==> config.mk <==
export PLATFORM = sky130hd
export DESIGN_NAME = bitplane_sweep_sched
export DESIGN_NICKNAME = d
export VERILOG_FILES = /design/src/rtl/bps_pkg.sv /design/src/rtl/bps_cfg_clamp.sv /design/src/rtl/bps_step.sv /design/src/rtl/bps_last_det.sv /design/src/rtl/bitplane_sweep_sched.sv
export SDC_FILE = /design/constraint.sdc
export NUM_CORES = 1
export LEC_CHECK = 0
export BUFFER_PORTS_ARGS = -buffer_cell sky130_fd_sc_hd__buf_2
export CAP_MARGIN = 20
export CORE_UTILIZATION = 67
export CTS_CLUSTER_DIAMETER = 60
export DETAILED_ROUTE_END_ITERATION = 8
export GPL_ROUTABILITY_DRIVEN = 0
export GPL_TIMING_DRIVEN = 0
export MAX_ROUTING_LAYER = met4
export PLACE_DENSITY_LB_ADDON = 0.3
export SYNTH_ARGS = -nofsm -noshare
export SYNTH_HDL_FRONTEND = slang
export SYNTH_SLANG_ARGS = --single-unit
export TNS_END_PERCENT = 10
==> constraint.sdc <==
create_clock -name clk -period 17.8 [get_ports clk]
set_clock_uncertainty 0.1 [all_clocks]
set_input_delay 0.89 -clock clk [delete_from_list [all_inputs] [get_ports clk]]
set_output_delay 0.89 -clock clk [all_outputs]
set_load 0.05 [all_outputs]
==> src/rtl/bps_pkg.sv <==
package bps_pkg;
  typedef enum logic {
    SWEEP_FULL = 1'b0,
    SWEEP_TAIL = 1'b1
  } sweep_kind_e;
endpackage

==> src/rtl/bps_cfg_clamp.sv <==
module bps_cfg_clamp #(
  parameter int MAX_PLANES = 8,
  localparam int PLW = $clog2(MAX_PLANES + 1)
) (
  input  logic [PLW-1:0] raw_planes,
  input  logic [PLW-1:0] raw_trans,
  output logic [PLW-1:0] planes,
  output logic [PLW-1:0] trans
);
  localparam logic [PLW-1:0] MAXV = PLW'(MAX_PLANES);

  always_comb begin
    if (raw_planes == '0)
      planes = PLW'(1);
    else if (raw_planes > MAXV)
      planes = MAXV;
    else
      planes = raw_planes;
    if (raw_trans >= planes)
      trans = planes - 1'b1;
    else
      trans = raw_trans;
  end
endmodule

==> src/rtl/bps_step.sv <==
module bps_step
  import bps_pkg::*;
#(
  parameter int MAX_PLANES = 8,
  parameter int ROWS = 16,
  localparam int PLW = $clog2(MAX_PLANES + 1),
  localparam int RW = (ROWS > 1) ? $clog2(ROWS) : 1,
  localparam int REPW = MAX_PLANES
) (
  input  logic [RW-1:0]   row,
  input  logic [PLW-1:0]  plane,
  input  logic [PLW-1:0]  lo,
  input  logic [REPW-1:0] rep,
  input  logic [PLW-1:0]  n,
  input  logic [PLW-1:0]  t,
  output logic [RW-1:0]   nrow,
  output logic [PLW-1:0]  nplane,
  output logic [PLW-1:0]  nlo,
  output logic [REPW-1:0] nrep,
  output logic            wrap
);
  localparam logic [RW-1:0] LAST_ROW = RW'(ROWS - 1);

  sweep_kind_e     kind;
  logic [PLW-1:0]  n_m1;
  logic [REPW-1:0] rep_lim;
  logic [PLW-1:0]  lo_c;
  logic [REPW-1:0] rep_c;

  assign kind    = (lo == '0) ? SWEEP_FULL : SWEEP_TAIL;
  assign n_m1    = n - 1'b1;
  assign rep_lim = REPW'(1) << (lo - t - 1'b1);

  always_comb begin
    nrow   = row;
    nplane = plane;
    nlo    = lo;
    nrep   = rep;
    wrap   = 1'b0;
    lo_c   = lo;
    rep_c  = rep;
    if (plane != n_m1) begin
      nplane = plane + 1'b1;
    end else begin
      if (kind == SWEEP_FULL) begin
        lo_c  = t + 1'b1;
        rep_c = '0;
      end else if ((rep + 1'b1) < rep_lim) begin
        rep_c = rep + 1'b1;
      end else begin
        lo_c  = lo + 1'b1;
        rep_c = '0;
      end
      if (lo_c >= n) begin
        nlo    = '0;
        nrep   = '0;
        nplane = '0;
        if (row == LAST_ROW) begin
          nrow = '0;
          wrap = 1'b1;
        end else begin
          nrow = row + 1'b1;
        end
      end else begin
        nlo    = lo_c;
        nrep   = rep_c;
        nplane = lo_c;
      end
    end
  end
endmodule

==> src/rtl/bps_last_det.sv <==
module bps_last_det
  import bps_pkg::*;
#(
  parameter int MAX_PLANES = 8,
  parameter int ROWS = 16,
  localparam int PLW = $clog2(MAX_PLANES + 1),
  localparam int RW = (ROWS > 1) ? $clog2(ROWS) : 1,
  localparam int REPW = MAX_PLANES
) (
  input  logic [RW-1:0]   row,
  input  logic [PLW-1:0]  plane,
  input  logic [PLW-1:0]  lo,
  input  logic [REPW-1:0] rep,
  input  logic [PLW-1:0]  n,
  input  logic [PLW-1:0]  t,
  output logic            last
);
  localparam logic [RW-1:0] LAST_ROW = RW'(ROWS - 1);

  sweep_kind_e     kind;
  logic [PLW-1:0]  n_m1;
  logic [REPW-1:0] top_reps;
  logic            last_pass;

  assign kind     = (lo == '0) ? SWEEP_FULL : SWEEP_TAIL;
  assign n_m1     = n - 1'b1;
  assign top_reps = REPW'(1) << (n_m1 - t - 1'b1);

  always_comb begin
    if (kind == SWEEP_FULL)
      last_pass = (t == n_m1);
    else
      last_pass = (lo == n_m1) && (rep == top_reps - 1'b1);
  end

  assign last = (row == LAST_ROW) && (plane == n_m1) && last_pass;
endmodule

==> src/rtl/bitplane_sweep_sched.sv <==
module bitplane_sweep_sched #(
  parameter int MAX_PLANES = 8,
  parameter int ROWS = 16,
  localparam int PLW = $clog2(MAX_PLANES + 1),
  localparam int RW = (ROWS > 1) ? $clog2(ROWS) : 1,
  localparam int REPW = MAX_PLANES
) (
  input  logic           clk,
  input  logic           rst,
  input  logic           en,
  input  logic [PLW-1:0] cfg_planes,
  input  logic [PLW-1:0] cfg_trans,
  input  logic           cmd_done,
  output logic           cmd_valid,
  output logic [RW-1:0]  cmd_row,
  output logic [PLW-1:0] cmd_plane,
  output logic           cmd_eof
);
  logic [RW-1:0]   row_q, row_s, row_n;
  logic [PLW-1:0]  plane_q, plane_s, plane_n;
  logic [PLW-1:0]  lo_q, lo_s, lo_n;
  logic [REPW-1:0] rep_q, rep_s, rep_n;
  logic [PLW-1:0]  n_q, t_q, n_in, t_in, n_n, t_n;
  logic            valid_q, valid_n, eof_q, last_n;
  logic            wrap_s, advance, at_start, load_cfg;

  bps_cfg_clamp #(.MAX_PLANES(MAX_PLANES)) clamp_i (
    .raw_planes(cfg_planes), .raw_trans(cfg_trans),
    .planes(n_in), .trans(t_in)
  );

  bps_step #(.MAX_PLANES(MAX_PLANES), .ROWS(ROWS)) step_i (
    .row(row_q), .plane(plane_q), .lo(lo_q), .rep(rep_q),
    .n(n_q), .t(t_q),
    .nrow(row_s), .nplane(plane_s), .nlo(lo_s), .nrep(rep_s),
    .wrap(wrap_s)
  );

  assign advance  = valid_q & cmd_done;
  assign at_start = (row_q == '0) && (plane_q == '0) && (lo_q == '0) && (rep_q == '0);
  assign load_cfg = (advance & wrap_s) | (~valid_q & at_start);

  always_comb begin
    if (advance) begin
      row_n   = row_s;
      plane_n = plane_s;
      lo_n    = lo_s;
      rep_n   = rep_s;
      valid_n = en;
    end else begin
      row_n   = row_q;
      plane_n = plane_q;
      lo_n    = lo_q;
      rep_n   = rep_q;
      valid_n = valid_q | en;
    end
    n_n = load_cfg ? n_in : n_q;
    t_n = load_cfg ? t_in : t_q;
  end

  bps_last_det #(.MAX_PLANES(MAX_PLANES), .ROWS(ROWS)) last_i (
    .row(row_n), .plane(plane_n), .lo(lo_n), .rep(rep_n),
    .n(n_n), .t(t_n), .last(last_n)
  );

  always_ff @(posedge clk) begin
    if (rst) begin
      row_q   <= '0;
      plane_q <= '0;
      lo_q    <= '0;
      rep_q   <= '0;
      n_q     <= PLW'(1);
      t_q     <= '0;
      valid_q <= 1'b0;
      eof_q   <= 1'b0;
    end else begin
      row_q   <= row_n;
      plane_q <= plane_n;
      lo_q    <= lo_n;
      rep_q   <= rep_n;
      n_q     <= n_n;
      t_q     <= t_n;
      valid_q <= valid_n;
      eof_q   <= valid_n & last_n;
    end
  end

  assign cmd_valid = valid_q;
  assign cmd_row   = row_q;
  assign cmd_plane = plane_q;
  assign cmd_eof   = eof_q;
endmodule

# ---- After elaboration in Yosys (flattened, before gate mapping)
# Index checks and enable logic that the tools add are counted.
dict set report word_totals {
  reg_bits 30
  in_bits 12
  out_inout_bits 10
  elab_cells 80
}
dict set report op_classes {
  n_addsub 13
  magnitude_cmp 4
  n_eq_ne 7
  n_shift 2
  n_mux 27
  n_bitwise 7
  n_reduce_logical 12
}
# op n
set op_table {}
lappend op_table {{two-way mux 4 bit} 17}
lappend op_table {{two-way mux 8 bit} 5}
lappend op_table {{zero test 4 bit} 5}
lappend op_table {{subtractor 4 x 1 -> 4 bit, second input constant} 5}
lappend op_table {{adder 4 x 1 -> 4 bit, second input constant} 4}
lappend op_table {{left shift 1 x 4 -> 8 bit, first input constant} 2}
lappend op_table {{== test 4 bit} 3}
lappend op_table {{adder 8 x 1 -> 8 bit, second input constant} 1}
lappend op_table {{== test 4 bit, second input constant} 2}
lappend op_table {{== test 8 bit} 1}
lappend op_table {{>= comparator 4 bit} 2}
lappend op_table {{zero test 8 bit} 1}
lappend op_table {{< comparator 8 bit} 1}
lappend op_table {{subtractor 4 bit} 2}
lappend op_table {{subtractor 8 x 1 -> 8 bit, second input constant} 1}
lappend op_table {{logical AND 1 bit} 6}
lappend op_table {{two-way mux 1 bit} 5}
lappend op_table {{bitwise AND 1 bit} 4}
lappend op_table {{greater-than comparator 4 bit, second input constant} 1}
lappend op_table {{inequality test 4 bit} 1}
lappend op_table {{bitwise OR 1 bit} 2}
lappend op_table {{inverter 1 bit} 1}

# ---- Logic depth before layout (Yosys ltp)
dict set report depth {
  ltp_word 23
  depth_mapped 40
  ltp_nobuf 38
}

# ---- Modules after synthesis
# From an unflattened synthesis, not the netlist that was laid out.
dict set report unflattened {
  hier_cells 424
  area_unflattened_um2 3552.2
}
# module instances cells_per_inst area_each_um2 seq_area_each_um2
set by_module_without_submodules {}
lappend by_module_without_submodules {bitplane_sweep_sched 1 146 1503.9 600.6}
lappend by_module_without_submodules {bps_step 1 181 1257.5 0.0}
lappend by_module_without_submodules {bps_last_det 1 71 576.8 0.0}
lappend by_module_without_submodules {bps_cfg_clamp 1 26 214.0 0.0}

# ---- Worst setup path after synthesis
# No wires, ideal clock.
dict set report synth_path {
  path_type {flip-flop to flip-flop}
  startpoint {register t_q[0]}
  endpoint {register eof_q (netlist: cmd_eof)}
  setup_ns 0.086
  arrival_time_ns 8.331
  required_time_ns 17.614
  path_slack_ns 9.282
  stages_incl_launch_ff 37
  n_path_buf 2
  period_less_slack_ns 8.518
  path_cell_list {dfxtp_1 > inv_1 > ha_1 > fa_1 > xnor2_1 > nor2_1 > nand3_1 > ha_1 > nand2_1 > a2111oi_1 > nor2_1 > a21oi_1 > xnor2_1 > a21oi_1 > ha_1 > nand2b_1 > a2111oi_0 > or3b_2 > a2bb2oi_4 > clkbuf_1 > a211oi_1 > a21oi_1 > ha_1 > a21o_1 > a21oi_1 > nor2b_1 > o21ai_1 > nand2_1 > nand3b_1 > ha_1 > clkbuf_1 > or4_1 > o2111ai_1 > nor3_1 > nor4b_1 > nand4_1 > a221oi_2}
}
dict set report synth_via {
  elab_chain_cells 23
  elab_cells_between_ends 44
  cone_classes {7 x add/sub; 2 x order compare; 5 x eq/ne; 2 x shift; 21 x mux; 3 x bitwise; 4 x reduce/logical}
}
# item line
set synth_lines {}
lappend synth_lines {{from (decl)} bitplane_sweep_sched.sv:23} ;# logic [PLW-1:0] n_q, t_q, n_in, t_in, n_n, t_n;
lappend synth_lines {{from (signal assigned)} bitplane_sweep_sched.sv:82} ;# t_q <= t_n;
lappend synth_lines {{subtractor 4 bit} bps_step.sv:32} ;# assign rep_lim = REPW'(1) << (lo - t - 1'b1);
lappend synth_lines {{subtractor 4 x 1 -> 4 bit} bps_step.sv:32}
lappend synth_lines {{left shift 1 x 4 -> 8 bit} bps_step.sv:32}
lappend synth_lines {{< comparator 8 bit} bps_step.sv:48} ;# end else if ((rep + 1'b1) < rep_lim) begin
lappend synth_lines {{two-way mux 4 bit} bps_step.sv:48}
lappend synth_lines {{two-way mux 4 bit} bps_step.sv:45} ;# if (kind == SWEEP_FULL) begin
lappend synth_lines {{two-way mux 4 bit} bps_step.sv:42} ;# if (plane != n_m1) begin
lappend synth_lines {{>= comparator 4 bit} bps_step.sv:54} ;# if (lo_c >= n) begin
lappend synth_lines {{[7 not listed]} -}
lappend synth_lines {{subtractor 4 x 1 -> 4 bit} bps_last_det.sv:27} ;# assign top_reps = REPW'(1) << (n_m1 - t - 1'b1);
lappend synth_lines {{left shift 1 x 4 -> 8 bit} bps_last_det.sv:27}
lappend synth_lines {{subtractor 8 x 1 -> 8 bit} bps_last_det.sv:33} ;# last_pass = (lo == n_m1) && (rep == top_reps - 1'b1);
lappend synth_lines {{== test 8 bit} bps_last_det.sv:33}
lappend synth_lines {{logical AND 1 bit} bps_last_det.sv:33}
lappend synth_lines {{two-way mux 1 bit} bps_last_det.sv:30} ;# if (kind == SWEEP_FULL)
lappend synth_lines {{logical AND 1 bit *} bps_last_det.sv:36} ;# assign last = (row == LAST_ROW) && (plane == n_m1) && last_pass;
lappend synth_lines {{bitwise AND 1 bit *} bitplane_sweep_sched.sv:84} ;# eof_q <= valid_n & last_n;
lappend synth_lines {{to (signal assigned)} bitplane_sweep_sched.sv:84}
lappend synth_lines {{to (decl)} bitplane_sweep_sched.sv:24} ;# logic valid_q, valid_n, eof_q, last_n;
# Mark *: on every way between the ends. The rest lies on a longest branch, timed or not. The select of a mux whose other input is x is not followed.
# A chain may end at the register's enable or synchronous reset.

# ---- Final worst setup path
# Same ends and word-level chain as after synthesis.

==> results by group <==
Floorplan
  – Chip width: 71.5 µm
  – Core area: 0.00450 mm²
  – Core Rows: 24
  – Area of the die: 0.00512 mm²
  – I/O pins: 22
  – Effective utilization at floorplan: 0.719
  – Die Y-Extent: 71.5 µm

Final layout
  – Layout cell share with drive strength beyond 1: 0.119
  – Post-layout nets: 491
  – Area of the multi-input gates: 0.00247 mm²
  – Number of filler cells placed in the layout: 318
  – Area occupied by registers: 601 µm²
  – Ant diodes: 0
  – Growth of design area from synthesis to finish: 9.66%
  – Cell area after layout: 0.00355 mm²

Synth
  – Cell count after synthesis: 416
  – Proportion of synthesized chip area in sequential cells: 0.185
  – Total of flip-flops plus latches after synthesis: 30
  – Post-Syn Area: 0.00324 mm²
  – Most numerous cell types in the synthesized netlist: 54 x sky130_fd_sc_hd__nor2_1, 33 x sky130_fd_sc_hd__ha_1, 30 x sky130_fd_sc_hd__a21oi_1, 30 x sky130_fd_sc_hd__dfxtp_1, 27 x sky130_fd_sc_hd__inv_1
  – Mean post-synth cell area: 7.78 µm²
  – Most frequently used cell type in the post-synthesis netlist: sky130_fd_sc_hd__nor2_1
  – Area leader, netlist: sky130_fd_sc_hd__dfxtp_1
  – Top cell type's share of synthesized area: 0.185
  – Synth cell types: 68
  – Flip-flop cell with the highest count after synthesis: sky130_fd_sc_hd__dfxtp_1
  – Asr flop ratio synth: 0
  – Number of enable flip-flop cells after synthesis: 0
  – Post-Syn Nets: 463
  – Top post-synthesis cells by area: sky130_fd_sc_hd__dfxtp_1 19%, sky130_fd_sc_hd__ha_1 13%, sky130_fd_sc_hd__nor2_1 6.3%
  – Total of warnings raised by yosys: 0

Routing
  – Number of detailed-routing iterations run before antenna repair: 5
  – DRC violation count after routing: 0
  – Vias post-DR: 3378
  – Mean routed wirelength per cell: 17.8 µm
  – Final wirelength: 8840 µm
  – Vias per cell: 6.80
  – Detailed Route Iter0 Violations: 355
  – Final ANT Viol Nets: 0

Power
  – Logic pwr share: 0.603
  – Fraction of power spent switching nets: 0.460
  – Sequential share of power: 0.187
  – Design Power: 423 µW
  – Net switching power figure: 195 µW
  – Static Leakage: 0.00144 µW
  – Clk pwr share: 0.210
  – P per Cell Area: 119 mW/mm²
  – Peak supply drop: 0.0000854 V
  – Cell-internal power: 228 µW

Worst setup path
  – Arrival time of data at the critical path endpoint: 10.41 ns
  – Critical R2R Capture: cmd_eof
  – Slowest CP cell: sky130_fd_sc_hd__a2111oi_1
  – Critical Setup Path Class: reg -> reg
  – Sort of element at the end of the critical path: flip-flop
  – Cell count of the worst reg-to-reg path: 36
  – Startpoint kind of the worst setup timing path: flip-flop
  – Max incr delay on CP: 0.95 ns
  – Critical path required time: 17.89 ns
  – R2r startpoint: t_q[0]
  – Reg-to-reg slack, setup: 7.48 ns
  – CP dominant cell by count: sky130_fd_sc_hd__ha_1
  – Critical-path maximum fanout: 10

CTS
  – Number of clock sinks: 30
  – Insertion delay of the later-clocked pin in the worst-skew pair: 0.29 ns
  – H-tree depth: 2
  – Post-cts resize count: 0
  – Number of buffers created by CTS: 5
  – Post-CTS setup buffer count: 0
  – Clk slew on worst S/H paths: 0.07 ns
  – Hold buffer count at CTS: 0
  – Root buf cell: sky130_fd_sc_hd__clkbuf_8
  – Buffers from clock root to sink, at most: 2
  – CTS tree: done

Min path
  – Hold path start: rep_q[7]
  – Path class of the lowest-slack min-delay path: reg -> reg
  – Hold Crit Endpoint: rep_q[7]
  – Worst Hold Depth: 2

Job
  – Maximum Capacitance Violations: 0

Timing
  – Number of max-slew violations in the final report: 0
  – Final Hold Fails: 0
  – Final worst-path cycle share: 0.580
  – Final setup violation count: 0
  – Total negative setup slack: 0 ns
  – Max-slew headroom at the worst pin: 0.283
  – Fmax: 96.9 MHz
  – Unrepaired setup endpoints after global routing: false
  – Worst Tran Pin Value: 1.07 ns
  – Final critical delay including setup and external delays: 10.32 ns

GRT
  – Antenna violations before repair: 0
  – Number of global-route vias before repair: 3090
  – Residual overflow from global routing: 0
  – GR Util All Layers: 0.375
  – Wire length of the first global-routing pass: 14700 µm
  – Pin count of the biggest net entering global routing: 11

Outcome
  – Result of the run: finished, final reports clean

Placed design
  – Number of buffers added on ports: 21
  – Estimated wirelength of the detail-placed design: 6680 µm
  – Dpl cell area: 0.00341 mm²
## logic make-up after synthesis
| group | count (synthesis) | share of synthesized area |
|---|---|---|
| buffers and inverters | 39 | 0.0502 |
| AND/OR/NAND/NOR | 163 | 0.266 |
| adder cells (fa/ha/maj) | 35 | 0.140 |
| multiplexers | 4 | 0.0166 |
| AO/OA/AOI/OAI | 109 | 0.240 |
| XOR/XNOR | 36 | 0.102 |
| flip-flops | 30 | 0.185 |
## layer usage
| layer | up-vias | wire length, µm | global-route usage |
|---|---|---|---|
| met1 | 1553 | 3680 | 0.488 |
| li1 | 1591 | - | - |
| met4 | 0 | 366 | 0.170 |
| met2 | 193 | 4010 | 0.574 |
| met3 | 41 | 779 | 0.0633 |
| met5 | - | 0 | - |
## worst max-delay path, delay by kind of cell, from the launching register on
kind / cells / cell delay [ns]
AOI/OAI and AO/OA: 12 / 4.17
adders and majority gates: 6 / 1.69
DFF: 1 / 0.47
buffers and inverters: 3 / 0.70
and+or+nand+nor: 13 / 2.81
xor gates and xnor gates: 2 / 0.26
## power groups by stage
stage | Clock, µW | Combinational [µW] | Sequential, µW
after floorplan | 0 | 193 | 81.0
after global placement | 0 | 235 | 80.0
after detailed placement | 0 | 244 | 80.4
after CTS | 87.9 | 250 | 78.7
after global routing | 91.2 | 283 | 79.4
final | 88.9 | 255 | 79.1
## sequential cells by signal, summed over array words and instances (netlist names)
signal     flops
t_q            4
cmd_eof        1
n_q            4
cmd_valid      1
lo_q           4
cmd_row        4
rep_q          8
cmd_plane      4
## placed cells by master (no fill, tap or decap), drive strengths merged, types with 11 or more instances in the layout
cell type,n
dfxtp,30
a21oi,30
nand3,18
nand2,24
buf,24
o21ai,22
nor3,11
clkbuf,15
nor2,57
xor2,14
ha,33
inv,27
xnor2,21
## area by class of cell
| type | count | area share |
|---|---|---|
| multi-input cells | 347 | 0.697 |
| flip-flops and latches | 30 | 0.169 |
| repair buffers | 21 | 0.0296 |
| inverters | 27 | 0.0285 |
| clock buffers | 6 | 0.0233 |
| well taps | 52 | 0.0183 |
| plain buffers | 12 | 0.0173 |
| clock inverters | 2 | 0.0169 |
## per-stage QoR
step	worst slack (ns)	hold WS (ns)	instances	utilization
global placement	7.98	0.412	489	0.757
finish	7.48	0.432	497	0.788
global route	6.69	0.453	497	0.788
floorplan	9.28	0.381	416	-
detailed placement	7.80	0.416	489	0.757
CTS	7.73	0.427	497	0.788
## worst max path at each step
stage	cells past startpoint	endpoint	startpoint
after floorplan	36	cmd_eof	t_q[0]
after global placement	36	cmd_eof	t_q[0]
after detailed placement	36	cmd_eof	t_q[0]
after CTS	37	cmd_eof	t_q[2]
after global routing	40	cmd_eof	t_q[2]
final	36	cmd_eof	t_q[0]
(Power assumes the default switching activity.)
